==> config.mk <==
export PLATFORM = sky130hd
export DESIGN_NAME = irq_distributor
export DESIGN_NICKNAME = d
export VERILOG_FILES = /design/src/rtl/idist_pkg.sv /design/src/rtl/idist_wordmem.sv /design/src/rtl/idist_fwd.sv /design/src/rtl/irq_distributor.sv
export SDC_FILE = /design/constraint.sdc
export NUM_CORES = 2
export LEC_CHECK = 0
export BUFFER_PORTS_ARGS = -buffer_cell sky130_fd_sc_hd__clkbuf_2
export CORE_ASPECT_RATIO = 2
export CORE_MARGIN = 2
export CORE_UTILIZATION = 59
export CTS_BUF_LIST = sky130_fd_sc_hd__clkbuf_4 sky130_fd_sc_hd__clkbuf_8
export DETAILED_ROUTE_END_ITERATION = 8
export GPL_TIMING_DRIVEN = 0
export PLACE_DENSITY_LB_ADDON = 0.25
export SYNTH_ARGS = -nofsm -noshare
export SYNTH_HDL_FRONTEND = slang
export SYNTH_SLANG_ARGS = --single-unit
==> constraint.sdc <==
create_clock -name clk -period 7.3 [get_ports clk]
set_clock_uncertainty 0.2 [all_clocks]
set_input_delay 0.73 -clock clk [delete_from_list [all_inputs] [get_ports clk]]
set_output_delay 0.73 -clock clk [all_outputs]
set_load 0.1 [all_outputs]
==> src/rtl/idist_pkg.sv <==
`timescale 1ns/1ps
package idist_pkg;
  localparam int ADDR_W = 10;
  localparam int DATA_W = 32;

  typedef enum logic [3:0] {
    RG_NONE, RG_CTRL, RG_TYPE, RG_SWI, RG_ENSET, RG_ENCLR,
    RG_PEND, RG_CFG, RG_PRIO, RG_TGT
  } region_e;

  typedef enum logic [1:0] {SRC_FLOP, SRC_PRIO, SRC_CFG} rsrc_e;

  typedef struct packed {
    region_e    rg;
    logic [7:0] idx;
  } decode_t;

  localparam logic [ADDR_W-1:0] A_CTRL = 10'h000;
  localparam logic [ADDR_W-1:0] A_TYPE = 10'h001;
  localparam logic [ADDR_W-1:0] A_SWI  = 10'h003;

  // Region bases: 0x020 set, 0x040 clear, 0x060 pending, 0x080 config,
  // 0x100 priority, 0x200 routing.
  function automatic decode_t decode(input logic [ADDR_W-1:0] a);
    decode_t d;
    d.rg  = RG_NONE;
    d.idx = a[7:0];
    if (a == A_CTRL)            d.rg = RG_CTRL;
    else if (a == A_TYPE)       d.rg = RG_TYPE;
    else if (a == A_SWI)        d.rg = RG_SWI;
    else if (a[9:5] == 5'b00001) begin d.rg = RG_ENSET; d.idx = {3'b0, a[4:0]}; end
    else if (a[9:5] == 5'b00010) begin d.rg = RG_ENCLR; d.idx = {3'b0, a[4:0]}; end
    else if (a[9:5] == 5'b00011) begin d.rg = RG_PEND;  d.idx = {3'b0, a[4:0]}; end
    else if (a[9:6] == 4'b0010)  begin d.rg = RG_CFG;   d.idx = {2'b0, a[5:0]}; end
    else if (a[9:8] == 2'b01)    d.rg = RG_PRIO;
    else if (a[9:8] == 2'b10)    d.rg = RG_TGT;
    return d;
  endfunction
endpackage

==> src/rtl/idist_wordmem.sv <==
`timescale 1ns/1ps
module idist_wordmem #(
  parameter int DEPTH = 16,
  parameter int WIDTH = 32,
  localparam int AW = (DEPTH > 1) ? $clog2(DEPTH) : 1
) (
  input  logic             clk,
  input  logic             we,
  input  logic [AW-1:0]    waddr,
  input  logic [WIDTH-1:0] wdata,
  input  logic             re,
  input  logic [AW-1:0]    raddr,
  output logic [WIDTH-1:0] rdata
);
  logic [WIDTH-1:0] mem [DEPTH];

  always_ff @(posedge clk) begin
    if (we) mem[waddr] <= wdata;
    if (re) rdata <= mem[raddr];
  end
endmodule

==> src/rtl/idist_fwd.sv <==
`timescale 1ns/1ps
module idist_fwd #(
  parameter int LINES = 64
) (
  input  logic             clk,
  input  logic             rst,
  input  logic             ctrl_en,
  input  logic [LINES-1:0] en_vec,
  input  logic [LINES-1:0] pend_vec,
  input  logic [LINES-1:0] tgt_vec,
  output logic [LINES-1:0] fwd
);
  always_ff @(posedge clk) begin
    if (rst) fwd <= '0;
    else     fwd <= ctrl_en ? (en_vec & pend_vec & tgt_vec) : '0;
  end


  fwd_off_chk: assert property (@(posedge clk) disable iff (rst)
    !ctrl_en |=> (fwd == '0));


  fwd_cause_chk: assert property (@(posedge clk) disable iff (rst)
    1'b1 |=> ((fwd & ~$past(en_vec & pend_vec & tgt_vec)) == '0));


  fwd_raise_chk: assert property (@(posedge clk) disable iff (rst)
    (ctrl_en && |(en_vec & pend_vec & tgt_vec)) |=> (fwd != '0));
endmodule

==> src/rtl/irq_distributor.sv <==
`timescale 1ns/1ps
module irq_distributor import idist_pkg::*; #(
  parameter int NUM_CPUS  = 2,
  parameter int NUM_LINES = 64,
  localparam int CPU_W = (NUM_CPUS > 1) ? $clog2(NUM_CPUS) : 1,
  localparam int NSH   = NUM_LINES - 32
) (
  input  logic                          clk,
  input  logic                          rst,
  input  logic [CPU_W-1:0]              bus_cpu,
  input  logic                          bus_wr,
  input  logic                          bus_rd,
  input  logic [ADDR_W-1:0]             bus_addr,
  input  logic [DATA_W-1:0]             bus_wdata,
  output logic [DATA_W-1:0]             bus_rdata,
  input  logic [NSH-1:0]                shared_lvl,
  input  logic [NUM_CPUS*16-1:0]        priv_lvl,
  output logic [NUM_CPUS*NUM_LINES-1:0] cpu_fwd
);
  localparam int EN_WORDS   = NUM_LINES / 32;
  localparam int PRIO_WORDS = NUM_LINES / 4;
  localparam int CFG_WORDS  = NUM_LINES / 16;
  localparam int PRIV_TGT_W = 8;
  localparam int PRIV_CFG_W = 2;
  localparam int PAW = (PRIO_WORDS > 1) ? $clog2(PRIO_WORDS) : 1;
  localparam int CAW = (CFG_WORDS > 1) ? $clog2(CFG_WORDS) : 1;

  decode_t dec;
  assign dec = decode(bus_addr);

  logic            ctrl_en;
  logic [31:0]     en_priv  [NUM_CPUS];
  logic [15:0]     swi_pend [NUM_CPUS];
  logic [15:0]     plvl_q   [NUM_CPUS];
  logic [NSH-1:0]  en_sh;
  logic [NSH-1:0]  pend_sh;
  logic [NSH*8-1:0] tgt_sh;

  // Index checks shared by the write and read paths
  logic en_ok, tgt_ok, prio_ok, cfg_ok;
  int   sw, tw;
  always_comb begin
    en_ok   = (dec.idx != 8'd0) && (int'(dec.idx) < EN_WORDS);
    sw      = en_ok ? int'(dec.idx) - 1 : 0;
    tgt_ok  = (int'(dec.idx) >= PRIV_TGT_W) && (int'(dec.idx) < PRIO_WORDS);
    tw      = tgt_ok ? int'(dec.idx) - PRIV_TGT_W : 0;
    prio_ok = int'(dec.idx) < PRIO_WORDS;
    cfg_ok  = (int'(dec.idx) >= PRIV_CFG_W) && (int'(dec.idx) < CFG_WORDS);
  end

  // State updates
  always_ff @(posedge clk) begin
    if (rst) begin
      ctrl_en <= 1'b0;
      en_sh   <= '0;
      pend_sh <= '0;
      tgt_sh  <= '0;
      for (int c = 0; c < NUM_CPUS; c++) begin
        en_priv[c]  <= '0;
        swi_pend[c] <= '0;
        plvl_q[c]   <= '0;
      end
    end else begin
      pend_sh <= shared_lvl;
      for (int c = 0; c < NUM_CPUS; c++) plvl_q[c] <= priv_lvl[c*16 +: 16];
      if (bus_wr) begin
        case (dec.rg)
          RG_CTRL: ctrl_en <= bus_wdata[0];
          RG_ENSET: begin
            if (dec.idx == 8'd0) en_priv[bus_cpu] <= en_priv[bus_cpu] | bus_wdata;
            else if (en_ok)      en_sh[sw*32 +: 32] <= en_sh[sw*32 +: 32] | bus_wdata;
          end
          RG_ENCLR: begin
            if (dec.idx == 8'd0) en_priv[bus_cpu] <= en_priv[bus_cpu] & ~bus_wdata;
            else if (en_ok)      en_sh[sw*32 +: 32] <= en_sh[sw*32 +: 32] & ~bus_wdata;
          end
          RG_PEND: begin
            if (dec.idx == 8'd0) swi_pend[bus_cpu] <= swi_pend[bus_cpu] & ~bus_wdata[15:0];
          end
          RG_SWI: begin
            for (int c = 0; c < NUM_CPUS; c++)
              if (bus_wdata[16+c]) swi_pend[c][bus_wdata[3:0]] <= 1'b1;
          end
          RG_TGT: if (tgt_ok) tgt_sh[tw*32 +: 32] <= bus_wdata;
          default: ;
        endcase
      end
    end
  end

  // Priority and configuration arrays in inferable RAM
  logic [31:0] prio_rd, cfg_rd;
  idist_wordmem #(.DEPTH(PRIO_WORDS), .WIDTH(32)) u_prio (
    .clk   (clk),
    .we    (bus_wr && dec.rg == RG_PRIO && prio_ok),
    .waddr (dec.idx[PAW-1:0]),
    .wdata (bus_wdata),
    .re    (bus_rd && dec.rg == RG_PRIO && prio_ok),
    .raddr (dec.idx[PAW-1:0]),
    .rdata (prio_rd)
  );
  idist_wordmem #(.DEPTH(CFG_WORDS), .WIDTH(32)) u_cfg (
    .clk   (clk),
    .we    (bus_wr && dec.rg == RG_CFG && cfg_ok),
    .waddr (dec.idx[CAW-1:0]),
    .wdata (bus_wdata),
    .re    (bus_rd && dec.rg == RG_CFG && cfg_ok),
    .raddr (dec.idx[CAW-1:0]),
    .rdata (cfg_rd)
  );

  // Read path
  logic [31:0] rd_val, rd_q;
  rsrc_e       rd_src, src_q;
  logic [7:0]  own_byte;
  assign own_byte = 8'd1 << bus_cpu;

  always_comb begin
    rd_val = '0;
    rd_src = SRC_FLOP;
    case (dec.rg)
      RG_CTRL: rd_val = {31'b0, ctrl_en};
      RG_TYPE: rd_val = 32'(EN_WORDS - 1);
      RG_ENSET, RG_ENCLR: begin
        if (dec.idx == 8'd0) rd_val = en_priv[bus_cpu];
        else if (en_ok)      rd_val = en_sh[sw*32 +: 32];
      end
      RG_PEND: begin
        if (dec.idx == 8'd0) rd_val = {plvl_q[bus_cpu], swi_pend[bus_cpu]};
        else if (en_ok)      rd_val = pend_sh[sw*32 +: 32];
      end
      RG_TGT: begin
        if (int'(dec.idx) < PRIV_TGT_W) rd_val = {4{own_byte}};
        else if (tgt_ok)                rd_val = tgt_sh[tw*32 +: 32];
      end
      RG_PRIO: if (prio_ok) rd_src = SRC_PRIO;
      RG_CFG:  if (cfg_ok)  rd_src = SRC_CFG;
      default: ;
    endcase
  end

  always_ff @(posedge clk) begin
    if (rst) begin
      rd_q  <= '0;
      src_q <= SRC_FLOP;
    end else if (bus_rd) begin
      rd_q  <= rd_val;
      src_q <= rd_src;
    end
  end

  assign bus_rdata = (src_q == SRC_PRIO) ? prio_rd :
                     (src_q == SRC_CFG)  ? cfg_rd  : rd_q;

  // Per-processor forwarding
  for (genvar c = 0; c < NUM_CPUS; c++) begin : g_cpu
    logic [NUM_LINES-1:0] en_v, pend_v, tgt_v;
    assign en_v   = {en_sh, en_priv[c]};
    assign pend_v = {pend_sh, plvl_q[c], swi_pend[c]};
    assign tgt_v[31:0] = '1;
    for (genvar l = 0; l < NSH; l++) begin : g_tgt
      assign tgt_v[32+l] = tgt_sh[l*8 + c];
    end
    idist_fwd #(.LINES(NUM_LINES)) u_fwd (
      .clk      (clk),
      .rst      (rst),
      .ctrl_en  (ctrl_en),
      .en_vec   (en_v),
      .pend_vec (pend_v),
      .tgt_vec  (tgt_v),
      .fwd      (cpu_fwd[c*NUM_LINES +: NUM_LINES])
    );
  end


  swi_set_chk: assert property (@(posedge clk) disable iff (rst)
    (bus_wr && dec.rg == RG_SWI && bus_wdata[16]) |=> swi_pend[0][$past(bus_wdata[3:0])]);


  enclr_chk: assert property (@(posedge clk) disable iff (rst)
    (bus_wr && dec.rg == RG_ENCLR && dec.idx == 8'd0 && bus_cpu == '0)
      |=> ((en_priv[0] & $past(bus_wdata)) == '0));


  oor_read_chk: assert property (@(posedge clk) disable iff (rst)
    (bus_rd && dec.rg == RG_NONE) |=> (bus_rdata == '0));
endmodule

==> metrics.csv <==
metric,value,unit
crit path cell chain,"clkbuf_2, buf_2, clkinv_1, clkbuf_2, ha_1, clkbuf_1, nand3b_1, nand3_1, nand2_1, clkdlybuf4s15_1, nor2_4, buf_2, inv_1, ha_1, a41o_1, o21ai_1, and4_1, clkbuf_1, o2111a_1, buf_2, buf_6, mux2i_1",
Power Density,242,nW/um^2
detailed placement HPWL,160000,microns
first-pass GRT wire length,313000,microns
core area,92500,sq um
Peak VDD IR,0.281,mV
async set or reset register ratio after synthesis,0,%
CP max FO,12,
vias in the first global route,40832,
critical path capture point type,flop,
area share of the largest cell type after synthesis,43.6,%
Storage cell area,34300,sq um
post-synthesis register bit count,1315,
Leak,23.5,nW
Max transition margin,-2.88,%
share of post-route cells with drive strength above 1,19.7,%
synth cell count leaders,"edfxtp_1, dfxtp_1, mux2i_1",
Setup crit start kind,input pin,
Tot Pwr,15.3,mW
post-route setup TNS,0,ns
largest area contributor in the netlist,edfxtp_1,
Netlist cell types,95,
synth top area cells,"edfxtp_1, dfxtp_1, mux2i_1",
Setup WS pre-CTS,-1.66,ns
largest net degree at the start of global routing,29,
Die Y,436,microns
GRT Overall Usage,48.6,%
top-count cell post-synth,edfxtp_1,
H-tree depth,4,
Starting Density,59.5,%
clock slew at reported path FFs,0.07,ns
Synth Instances,4170,
Fill cells,6602,
clk buf depth,3,
top_reg_cell synth,edfxtp_1,
Avg WL per Cell,37.1,microns
gr ovfl total,0,
Worst path max stage delay,0.73,ns
critical path arrival,7.78,ns
worst-skew pair later-pin latency,0.97,ns
# rows,158,
initial antenna violation count,63,
Layout Nets,4846,
Yosys warning total,0,
ANT nets after route,0,
# DRC,0,
violated checks,"capacitance limit, slew limit",
die area,95900,sq um
Crit Path Category,input pin to flop,
Initial DRC Count,5075,
port bufs,268,
Fin. Hold Viols,0,
CTS tree,yes,
Least-Margin Pin Slew,1.54,ns
first drt pass iteration count,6,
final WL,227000,microns
fmax,0.140,GHz
data required time of the critical path,7.95,ns
routability cong.,1.11,
synthesis-to-finish area growth,15.2,%
RSZ-0062 raised after global routing,false,
Vias,41260,
clock buffer count from CTS,174,
Post-Syn Area per Cell,13.2,sq um
"Cell Area, Synth",55000,sq um
crit path max-delay cell type,clkbuf_1,
Setup WS post-layout,0.175,ns
number of synthesized flops with an enable pin,800,
die width,220,microns
Final Max Slew Viols,13,
cell mode on critical path,buf_2,
Final period util,97.6,%
fin crit period,7.13,ns
HP Class,input pin to flop,
Syn Nets,4300,
# IOs,271,
Root Driver,clkbuf_8,
sequential-to-total area share from yosys stat,62.4,%
WHS,0.133,ns
Max-Cap Viols,3,
CTS Sinks,1315,
post-layout util,68.6,%
vias per cell,6.75,
Multi-input gate area,19500,sq um
"Setup violations, final",0,
status,"finished, violations left",
-- where the power goes --
part | internal [mW] | switching (mW) | total [mW]
Combinational | 0.311 | 0.832 | 1.14
Sequential | 7.92 | 0.0407 | 7.96
Clock | 3.36 | 2.89 | 6.25
-- worst paths after layout --
path | start | end | slack, ns | depth (start not counted)
worst min-delay path | bus_wdata[10] | u_prio.mem[0][10]$_DFFE_PP_ | 0.13 | 1
worst max-delay path | bus_addr[0] | tgt_sh[4]$_SDFFE_PP0P_ | 0.17 | 22
worst min register to register | tgt_sh[158]$_SDFFE_PP0P_ | tgt_sh[158]$_SDFFE_PP0P_ | 0.27 | 2
worst max register to register | ctrl_en$_SDFFE_PP0P_ | g_cpu[0].u_fwd.fwd[33]$_SDFF_PP0_ | 4.02 | 4
-- area by class of cell --
type | instances | share of cell area [%]
antenna | 48 | 0.189
buffer | 293 | 2.04
clock buffer | 226 | 4.63
clock inverter | 96 | 1.57
inverter | 32 | 0.189
multi-input combinational | 2528 | 30.8
sequential | 1315 | 54.1
tap | 1200 | 2.37
timing repair buffer | 372 | 4.14
-- state kept, by name, summed over array words and instances (netlist names) --
register / flops
tgt_sh: 256
u_prio.mem: 512
swi_pend: 32
u_cfg.rdata: 32
en_sh: 32
u_cfg.mem: 128
u_prio.rdata: 32
src_q: 2
ctrl_en: 1
en_priv: 64
plvl_q: 32
pend_sh: 32
g_cpu.u_fwd.fwd: 128
rd_q: 32
-- routing by layer --
layer	up-vias	wire length [microns]	track usage [%]
li1	16785	-	-
met1	20084	66300	46.0
met2	3075	107000	74.8
met3	1282	25200	22.1
met4	34	28100	49.4
met5	-	266	1.41
-- critical path, delay by kind of cell --
family	cells	cell delay (ns)
and+or+nand+nor	5	1.40
muxes	1	0.22
adders and majority gates	2	0.53
buffers and inverters	11	3.93
AOI/OAI and AO/OA	3	0.92
-- cell usage in the layout, fill, tap and decap left out, types with 33 or more instances in the layout --
master	instances
a211oi_1	58
a21oi_1	117
a22oi_1	51
a311oi_1	43
and3_1	92
and4_1	66
buf_2	33
clkbuf_1	203
clkbuf_2	278
clkbuf_8	198
clkinv_2	36
dfxtp_1	515
diode_2	48
dlygate4sd3_1	63
edfxtp_1	800
mux2_2	54
mux2i_1	400
mux4_2	120
nand2_1	233
nand2b_1	266
nor2_1	242
nor2b_1	173
o21ai_0	156
o221ai_1	72
o22ai_1	53
-- stage by stage --
step	cell area, sq um	cells
after floorplan	55000	4170
after global placement	57900	5638
after detailed placement	58600	5670
after CTS	63200	6054
after global routing	63400	6081
final	63400	6110
-- cell families (layout without fill, tap and decap cells) --
group                    Yosys count  after routing  share of synthesized area (%)
flip-flops                      1315           1315                           62.4
adder cells (fa/ha/maj)           19             19                          0.432
XOR/XNOR                           2              2                         0.0318
multiplexers                     609            609                           14.2
buffers and inverters            327           1019                           2.55
AO/OA/AOI/OAI                    656            656                           8.19
other                              0             48                              0
AND/OR/NAND/NOR                 1242           1242                           12.3
-- what timing repair did --
| item | in CTS | in global routing |
|---|---|---|
| buffers inserted | 0 | 0 |
| hold endpoints to repair | 63 | 0 |
| resized for setup | 1 | 10 |
| hold buffers | 63 | 0 |
| setup endpoints to repair | 252 | 214 |
Power figures use the tool's default switching activity.
